--- src/rtl/ecmb_pkg.sv ---
package ecmb_pkg;
  localparam int BYTE_W = 8;
  localparam logic [BYTE_W-1:0] CMD_READ  = 8'h80;
  localparam logic [BYTE_W-1:0] CMD_WRITE = 8'h81;

  typedef enum logic [2:0] {
    S_IDLE,
    S_RADDR,
    S_WADDR,
    S_WDATA,
    S_FETCH,
    S_CAPT,
    S_STORE
  } seq_state_e;
endpackage

--- src/rtl/ecmb_inbox.sv ---
module ecmb_inbox
  import ecmb_pkg::*;
#(
  parameter int IBF_CYCLES = 4
) (
  input  logic              clk,
  input  logic              rst_n,
  input  logic              wr_stb,
  input  logic              wr_is_cmd,
  input  logic [BYTE_W-1:0] wr_byte,
  input  logic              accept,
  output logic              ibf,
  output logic              consume,
  output logic              held_is_cmd,
  output logic [BYTE_W-1:0] held_byte
);
  localparam int CNT_W = (IBF_CYCLES > 1) ? $clog2(IBF_CYCLES) : 1;
  localparam logic [CNT_W-1:0] CNT_LOAD = CNT_W'(IBF_CYCLES - 1);

  logic [CNT_W-1:0]  cnt_q, cnt_d;
  logic              ibf_d;
  logic              cmd_d;
  logic [BYTE_W-1:0] byte_d;

  assign consume = ibf && (cnt_q == '0) && accept && !wr_stb;

  always_comb begin
    cnt_d  = cnt_q;
    ibf_d  = ibf;
    cmd_d  = held_is_cmd;
    byte_d = held_byte;
    if (wr_stb) begin
      ibf_d  = 1'b1;
      cnt_d  = CNT_LOAD;
      cmd_d  = wr_is_cmd;
      byte_d = wr_byte;
    end else if (consume) begin
      ibf_d = 1'b0;
    end else if (ibf && cnt_q != '0) begin
      cnt_d = cnt_q - 1'b1;
    end
  end

  always_ff @(posedge clk or negedge rst_n) begin
    if (!rst_n) begin
      cnt_q       <= '0;
      ibf         <= 1'b0;
      held_is_cmd <= 1'b0;
      held_byte   <= '0;
    end else begin
      cnt_q       <= cnt_d;
      ibf         <= ibf_d;
      held_is_cmd <= cmd_d;
      held_byte   <= byte_d;
    end
  end

  p_ibf_on_write_r2: assert property (@(posedge clk) disable iff (!rst_n)
    wr_stb |=> ibf);
  p_ibf_holds_r2: assert property (@(posedge clk) disable iff (!rst_n)
    (ibf && !consume) |=> ibf);
  p_consume_clears_r2: assert property (@(posedge clk) disable iff (!rst_n)
    consume |=> !ibf);
endmodule

--- src/rtl/ecmb_outbox.sv ---
module ecmb_outbox
  import ecmb_pkg::*;
(
  input  logic              clk,
  input  logic              rst_n,
  input  logic              load,
  input  logic [BYTE_W-1:0] load_byte,
  input  logic              host_take,
  output logic              obf,
  output logic [BYTE_W-1:0] dout
);
  logic              obf_d;
  logic [BYTE_W-1:0] dout_d;

  always_comb begin
    obf_d  = obf;
    dout_d = dout;
    if (load) begin
      obf_d  = 1'b1;
      dout_d = load_byte;
    end else if (host_take) begin
      obf_d = 1'b0;
    end
  end

  always_ff @(posedge clk or negedge rst_n) begin
    if (!rst_n) begin
      obf  <= 1'b0;
      dout <= '0;
    end else begin
      obf  <= obf_d;
      dout <= dout_d;
    end
  end

  p_obf_clear_r5: assert property (@(posedge clk) disable iff (!rst_n)
    (host_take && !load) |=> !obf);
  p_dout_stable_r6: assert property (@(posedge clk) disable iff (!rst_n)
    !load |=> $stable(dout));
endmodule

--- src/rtl/ecmb_seq.sv ---
module ecmb_seq
  import ecmb_pkg::*;
(
  input  logic              clk,
  input  logic              rst_n,
  input  logic              consume,
  input  logic              is_cmd,
  input  logic [BYTE_W-1:0] in_byte,
  input  logic [BYTE_W-1:0] rd_byte,
  output logic              accept,
  output logic              rd_stb,
  output logic              wr_stb,
  output logic [BYTE_W-1:0] acc_addr,
  output logic [BYTE_W-1:0] acc_data,
  output logic              load,
  output logic [BYTE_W-1:0] load_byte
);
  seq_state_e        state_q, state_d;
  logic [BYTE_W-1:0] addr_q, addr_d;
  logic [BYTE_W-1:0] data_q, data_d;

  always_comb begin
    state_d = state_q;
    addr_d  = addr_q;
    data_d  = data_q;
    if (consume && is_cmd) begin
      if (in_byte == CMD_READ)       state_d = S_RADDR;
      else if (in_byte == CMD_WRITE) state_d = S_WADDR;
      else                           state_d = S_IDLE;
    end else begin
      case (state_q)
        S_RADDR: if (consume) begin addr_d = in_byte; state_d = S_FETCH; end
        S_WADDR: if (consume) begin addr_d = in_byte; state_d = S_WDATA; end
        S_WDATA: if (consume) begin data_d = in_byte; state_d = S_STORE; end
        S_FETCH: state_d = S_CAPT;
        S_CAPT:  state_d = S_IDLE;
        S_STORE: state_d = S_IDLE;
        default: state_d = S_IDLE;
      endcase
    end
  end

  always_ff @(posedge clk or negedge rst_n) begin
    if (!rst_n) begin
      state_q <= S_IDLE;
      addr_q  <= '0;
      data_q  <= '0;
    end else begin
      state_q <= state_d;
      addr_q  <= addr_d;
      data_q  <= data_d;
    end
  end

  assign accept    = (state_q == S_IDLE) || (state_q == S_RADDR) ||
                     (state_q == S_WADDR) || (state_q == S_WDATA);
  assign rd_stb    = (state_q == S_FETCH);
  assign wr_stb    = (state_q == S_STORE);
  assign acc_addr  = addr_q;
  assign acc_data  = data_q;
  assign load      = (state_q == S_CAPT);
  assign load_byte = rd_byte;

  p_strobe_excl_r10: assert property (@(posedge clk) disable iff (!rst_n)
    !(rd_stb && wr_stb));
  p_store_after_data_r4: assert property (@(posedge clk) disable iff (!rst_n)
    $rose(wr_stb) |-> $past(consume && !is_cmd));
  p_unknown_idle_r8: assert property (@(posedge clk) disable iff (!rst_n)
    (consume && is_cmd && in_byte != CMD_READ && in_byte != CMD_WRITE)
      |=> (state_q == S_IDLE));
  p_stray_data_r6: assert property (@(posedge clk) disable iff (!rst_n)
    (state_q == S_IDLE && !(consume && is_cmd)) |=> (state_q == S_IDLE));
endmodule

--- src/rtl/ecmb_host_port.sv ---
module ecmb_host_port
  import ecmb_pkg::*;
#(
  parameter int IBF_CYCLES = 4
) (
  input  logic       clk,
  input  logic       rst_n,
  input  logic [2:0] host_off,
  input  logic       host_wr,
  input  logic       host_rd,
  input  logic [7:0] host_wdata,
  output logic [7:0] host_rdata,
  output logic [7:0] reg_addr,
  output logic [7:0] reg_wdata,
  output logic       reg_we,
  output logic       reg_re,
  input  logic [7:0] reg_rdata
);
  logic [1:0]        rst_sync;
  logic              rst_n_s;
  logic              ibf, obf, consume, accept, held_cmd, load;
  logic [BYTE_W-1:0] held_byte, dout, load_byte;
  logic              sel_status;

  always_ff @(posedge clk or negedge rst_n) begin
    if (!rst_n) rst_sync <= 2'b00;
    else        rst_sync <= {rst_sync[0], 1'b1};
  end
  assign rst_n_s    = rst_sync[1];
  assign sel_status = host_off[2];

  ecmb_inbox #(.IBF_CYCLES(IBF_CYCLES)) u_inbox (
    .clk(clk), .rst_n(rst_n_s),
    .wr_stb(host_wr), .wr_is_cmd(sel_status), .wr_byte(host_wdata),
    .accept(accept), .ibf(ibf), .consume(consume),
    .held_is_cmd(held_cmd), .held_byte(held_byte)
  );

  ecmb_seq u_seq (
    .clk(clk), .rst_n(rst_n_s),
    .consume(consume), .is_cmd(held_cmd), .in_byte(held_byte),
    .rd_byte(reg_rdata), .accept(accept),
    .rd_stb(reg_re), .wr_stb(reg_we),
    .acc_addr(reg_addr), .acc_data(reg_wdata),
    .load(load), .load_byte(load_byte)
  );

  ecmb_outbox u_outbox (
    .clk(clk), .rst_n(rst_n_s),
    .load(load), .load_byte(load_byte),
    .host_take(host_rd && !sel_status),
    .obf(obf), .dout(dout)
  );

  assign host_rdata = sel_status ? {6'b0, ibf, obf} : dout;

  p_read_gives_obf_r3: assert property (@(posedge clk) disable iff (!rst_n_s)
    reg_re |=> ##1 obf);
  p_status_upper_zero_r1: assert property (@(posedge clk) disable iff (!rst_n_s)
    sel_status |-> (host_rdata[7:2] == 6'b0));
endmodule

--- config.mk ---
export PLATFORM = sky130hd
export DESIGN_NAME = ecmb_host_port
export DESIGN_NICKNAME = d
export VERILOG_FILES = /design/src/rtl/ecmb_pkg.sv /design/src/rtl/ecmb_inbox.sv /design/src/rtl/ecmb_outbox.sv /design/src/rtl/ecmb_seq.sv /design/src/rtl/ecmb_host_port.sv
export SDC_FILE = /design/constraint.sdc
export NUM_CORES = 1
export LEC_CHECK = 0
export ABC_CLOCK_PERIOD_IN_PS = 1200
export BUFFER_PORTS_ARGS = -buffer_cell sky130_fd_sc_hd__buf_4
export CORE_AREA = 4 4 79 96
export DETAILED_ROUTE_END_ITERATION = 10
export DIE_AREA = 0 0 83 100
export GPL_TIMING_DRIVEN = 0
export PLACE_DENSITY = 0.54
export SLEW_MARGIN = 20
export SYNTH_ARGS = -nofsm -noshare
export SYNTH_HDL_FRONTEND = slang
export SYNTH_HIERARCHICAL = 1
export SYNTH_SLANG_ARGS = --single-unit
export TNS_END_PERCENT = 30
--- constraint.sdc ---
create_clock -name clk -period 1.2 [get_ports clk]
set_input_delay 0.24 -clock clk [delete_from_list [all_inputs] [get_ports clk]]
set_output_delay 0.24 -clock clk [all_outputs]
set_load 0.005 [all_outputs]
; Word-level counts from Yosys, hierarchy flattened
; Cells that the tools add are included.
[totals]
regBits = 42
inputBits = 23
out_inout_bits = 26
word_cells = 61
[classes]
add_sub_neg = 1
eq_ne = 12
n_mux = 15
bitwise = 1
reduce_logical = 22
[op_table]
columns = operator, n
row1 = $eq 8x8->1 const B, 2
row2 = $mux 3, 5
row3 = $pmux 3 s4, 1
row4 = $eq 3x3->1 const B, 3
row5 = $ne 3x1->1 const B, 3
row6 = $reduce_and 3->1, 3
row7 = $mux 2, 4
row8 = $mux 8, 1
row9 = $reduce_bool 2->1, 4
row10 = $eq 3x2->1 const B, 2
row11 = $logic_and 1x1->1, 6
row12 = $mux 1, 4
row13 = $eq 3x1->1 const B, 1
row14 = $logic_not 3->1, 1
row15 = $logic_or 1x1->1, 3
row16 = $logic_not 1->1, 2
row17 = $logic_not 2->1, 1
row18 = $ne 2x2->1 const B, 1
row19 = $reduce_and 2->1, 1
row20 = $reduce_or 2->1, 1
row21 = $sub 2x1->2 const B, 1
row22 = $not 1->1, 1

; Longest topological paths before layout
[logic_depth]
ltp_word = 9
depth_mapped = 8
ltp_nobuf = 7

; By module
; The synthesis kept the hierarchy.
[by_module_without_submodules]
columns = module, instances, cells_per_inst, area_each_um2, seq_area_each_um2
row1 = ecmb_seq, 1, 66, 923.4, 475.5
row2 = ecmb_inbox, 1, 34, 519.2, 300.3
row3 = ecmb_outbox, 1, 20, 369.1, 225.2
row4 = ecmb_host_port, 1, 12, 137.6, 50.0

; Least setup slack after synthesis
; No wires, ideal clock.
[synth_timing]
path_kind = register to register
start = reg u_inbox.cnt_q[0]
end = reg u_seq.data_q[0], in the netlist u_seq/acc_data[0]
setup_ns = 0.125
arrival_ns = 1.899
setup_slack_ns = -0.824
path_stages_with_launch = 9
path_buffers = 1
synth_period_minus_slack_ns = 2.024
path_cell_list = dfrtp_1 inv_1 ha_1 nand2_1 nor3b_1 nor3b_4 and3_4 buf_12 mux2_4
[synth_between]
elab_chain_len = 7
[synth_lines]
columns = item, line_no
row1 = from (decl), ecmb_inbox.sv:20  ; logic [CNT_W-1:0] cnt_q, cnt_d;
row2 = from (signal assigned), ecmb_inbox.sv:51  ; cnt_q <= cnt_d;
row3 = $logic_not 2->1 *, ecmb_inbox.sv:25  ; assign consume = ibf && (cnt_q == '0) && accept && !wr_stb;
row4 = $logic_and 1x1->1 * (3 in a row), ecmb_inbox.sv:25
row5 = net consume, ecmb_host_port.sv:21  ; logic ibf, obf, consume, accept, held_cmd, load;
row6 = $logic_and 1x1->1, ecmb_seq.sv:26  ; if (consume && is_cmd) begin
row7 = $not 1->1 (no line), n/a
row8 = $reduce_and 3->1 (no line) *, n/a
row9 = to (signal assigned), ecmb_seq.sv:51  ; data_q <= data_d;
row10 = to (decl), ecmb_seq.sv:20  ; logic [BYTE_W-1:0] data_q, data_d;
; The timed path passes the listed nets; every way through them passes the cells marked *.
; A chain may end at the register's enable or synchronous reset.

; Worst setup path after layout
[layout_timing]
start = reg u_inbox.cnt_q[0]
end = reg u_seq.data_q[2], in the netlist u_seq/acc_data[2]
; Same word-level chain as after synthesis.

==> reports/qor.txt <==
min Tclk post-route: 1930 ps
DP Area: 0.00238 mm^2
Max clock buf depth: 2
CP required: 1380 ps
Worst EP arrival: 2110 ps
CP startpoint kind: register
Hold Crit Class: reg -> async
fin cells: 272
Buf/Inv on CP: 2
CTS root buf: clkbuf_8
status: finished, violations left
R2R cell count: 8
async set-reset flop share out of synthesis: 100%
Synth Net Count: 156
Worst Path Max Fanout: 8
number of max-cap violations: 0
Filler Cells Inserted: 653
IO Count: 49
number of H-tree levels: 2
final net count: 208
post-synthesis cell type count: 32
synth warn: 6
Avg WL per Cell: 13.7 um
cell chain of the critical path: inv_2 -> ha_4 -> nand2_4 -> nor3b_4 -> nor3b_4 -> and3_4 -> buf_12 -> mux2_4
IO Port Bufs: 38
Post-synth EDFFs: 0
Avg Vias per Cell: 4.33
Hold Vio Cnt, Final: 0
DR DRC count: 0
max-slew violation count: 0
DR pass1 iterations: 4
Netlist Area Pre-Place: 0.00195 mm^2
gr usage total: 9.67%
Total Neg Setup Slack: -13400 ps
critical path's slowest cell: dfrtp_1
Finished Core Util: 38.9%
synthesis-to-finish area growth: 33.6%
Synth area leaders: dfrtp_1 (54%), mux2_4 (17%), mux2_2 (7.5%)
Max VDD drop: 0.000681 V
Setup CP Type: reg -> reg
vias in the first global route: 1267
skew final: 7.15 ps
initial antenna violation count: 0
layout cells sized above 1: 67.0%
total CTS buffers: 5
CORE AREA: 0.00669 mm^2
CP Capture Type: register
clock-pin slew on the worst setup and hold paths: 80 ps
placement row count: 33
post-DP HPWL: 2.63 mm
# setup viols final: 39
largest stage delay on the critical path: 400 ps
ys flop type: dfrtp_1
largest net degree at the start of global routing: 32
PwrDens: 1170 mW/mm^2
Final Cell Area: 0.00261 mm^2
Routed Antenna Nets: 0
sequential area share after synthesis: 53.9%
number of cells on the critical path: 8
Die Span Y: 100 um
setup ws final: -731 ps
Final GP Congestion: 0.695
Initial Utilization: 29.1%
fin crit share: 161%
Die Wd: 83 um
violated checks: negative setup slack
first-pass GRT wire length: 6.40 mm
Post-Syn Area per Cell: 14.8 um^2
initial detailed-routing violation count: 19
FF+latch count, synth: 42
cells after synthesis: 132
Leak Pwr: 1.28 nW
TritonCTS clock tree: done
# diodes: 0
total global routing overflow: 0
Worst path most repeated cell: nor3b_4
DIE AREA: 0.00830 mm^2
final wirelength: 3.72 mm
Placed Cells: 258
RSZ-0062 raised after global routing: yes
clk sinks: 42
CP top delay family: simple AND/OR/NAND/NOR gates
post-synth top area share: 53.9%
routed via count: 1177
Max Fclk: 518 MHz
leading area contributor after synthesis: dfrtp_1
clock latency on the worst-skew pair: 290 ps
==> metal layers <==
metal  up-vias  track usage (%)  wire (um)
met5         -                0          0
met4         0             3.40         57
met3         6             4.02        283
met2        44             14.4       1650
met1       573             12.7       1730
li1        554                -          -
==> report_power, final <==
part	switching (mW)	total (mW)	internal, mW	leakage (nW)
clock	0.477	0.939	0.462	0.0472
combinational	0.198	0.515	0.316	0.688
sequential	0.0916	1.60	1.51	0.545
==> synth_stat cells (2+ instances only) <==
cell type,instances
dfrtp_1,42
mux2_4,22
mux2_2,13
and2b_2,8
buf_4,8
inv_1,4
nor3b_1,4
a21o_2,2
buf_6,2
nand2_1,2
nand3_1,2
nor3_1,2
o21ai_0,2
==> cells by family after synthesis <==
logic type      Yosys count  synth area share [%]
buf+inv                  16                  6.29
fa+ha+maj                 1                 0.642
xor+xnor                  1                 0.449
simple gates             27                  10.8
other cells               1                 0.192
compound gates            9                  3.27
flops                    42                  53.9
mux                      35                  24.5
==> sequential cells by signal (all words and copies together) (netlist names) <==
name                 cells
u_inbox/ibf              1
u_seq/acc_addr           8
u_outbox/dout            8
rst_sync                 2
u_inbox/held_is_cmd      1
u_seq/state_q            3
u_seq/acc_data           8
u_outbox/obf             1
u_inbox/held_byte        8
u_inbox/cnt_q            2
==> final cells by class <==
| class | count | area [um^2] | share of cell area (%) |
|---|---|---|---|
| plain buffers | 12 | 119 | 4.56 |
| clock buffers | 6 | 82.6 | 3.17 |
| well taps | 87 | 109 | 4.18 |
| repair buffers | 45 | 379 | 14.6 |
| multi-input cells | 74 | 833 | 32.0 |
| clock inverters | 2 | 12.5 | 0.480 |
| flip-flops and latches | 42 | 1050 | 40.5 |
| inverters | 4 | 15.0 | 0.576 |
==> per-stage QoR <==
step                      worst slack [ps]  power [mW]  hold slack [ps]
after floorplan                       -690        1.88            -55.6
after global placement                -839        2.01             23.9
after detailed placement              -852        2.03             25.9
after CTS                             -798        3.06              146
after global routing                  -835        3.24              152
final                                 -731        3.05              139
==> timing repair <==
action | CTS | global route
pin swaps | 6 | 4
gates resized for setup | 19 | 3
buffers inserted | 1 | 4
endpoints found under the setup margin | 38 | 40
hold endpoints to repair | 2 | 0
hold buffers | 1 | 0
==> path summary, 6_finish.rpt <==
kind,startpoint,endpoint,slack [ps]
min reg2reg,rst_sync[1]$_DFF_PN0_,u_seq/acc_data[2]$_DFFE_PN0P_,140
min,rst_sync[1]$_DFF_PN0_,u_seq/acc_data[2]$_DFFE_PN0P_,140
max in group asynchronous,rst_sync[1]$_DFF_PN0_,u_seq/state_q[2]$_DFFE_PN0P_,610
max reg2reg,u_inbox/cnt_q[0]$_DFFE_PN0P_,u_seq/acc_data[2]$_DFFE_PN0P_,-730
max,u_inbox/cnt_q[0]$_DFFE_PN0P_,u_seq/acc_data[2]$_DFFE_PN0P_,-730
min in group clk,host_wdata[7],u_inbox/held_byte[7]$_DFFE_PN0P_,170
==> layout by cell type (no fill, tap or decap), types with 2 or more instances in the layout <==
cell	count
mux2_2	12
clkbuf_8	6
mux2_4	23
buf_4	44
a21o_2	2
inv_2	3
nor3_1	2
nand3_1	2
dfrtp_1	39
buf_6	8
buf_12	3
and2b_2	8
nor3b_1	3
dfrtp_2	3
o21ai_1	2
nor3b_4	2
Power figures use the tool's default switching activity.
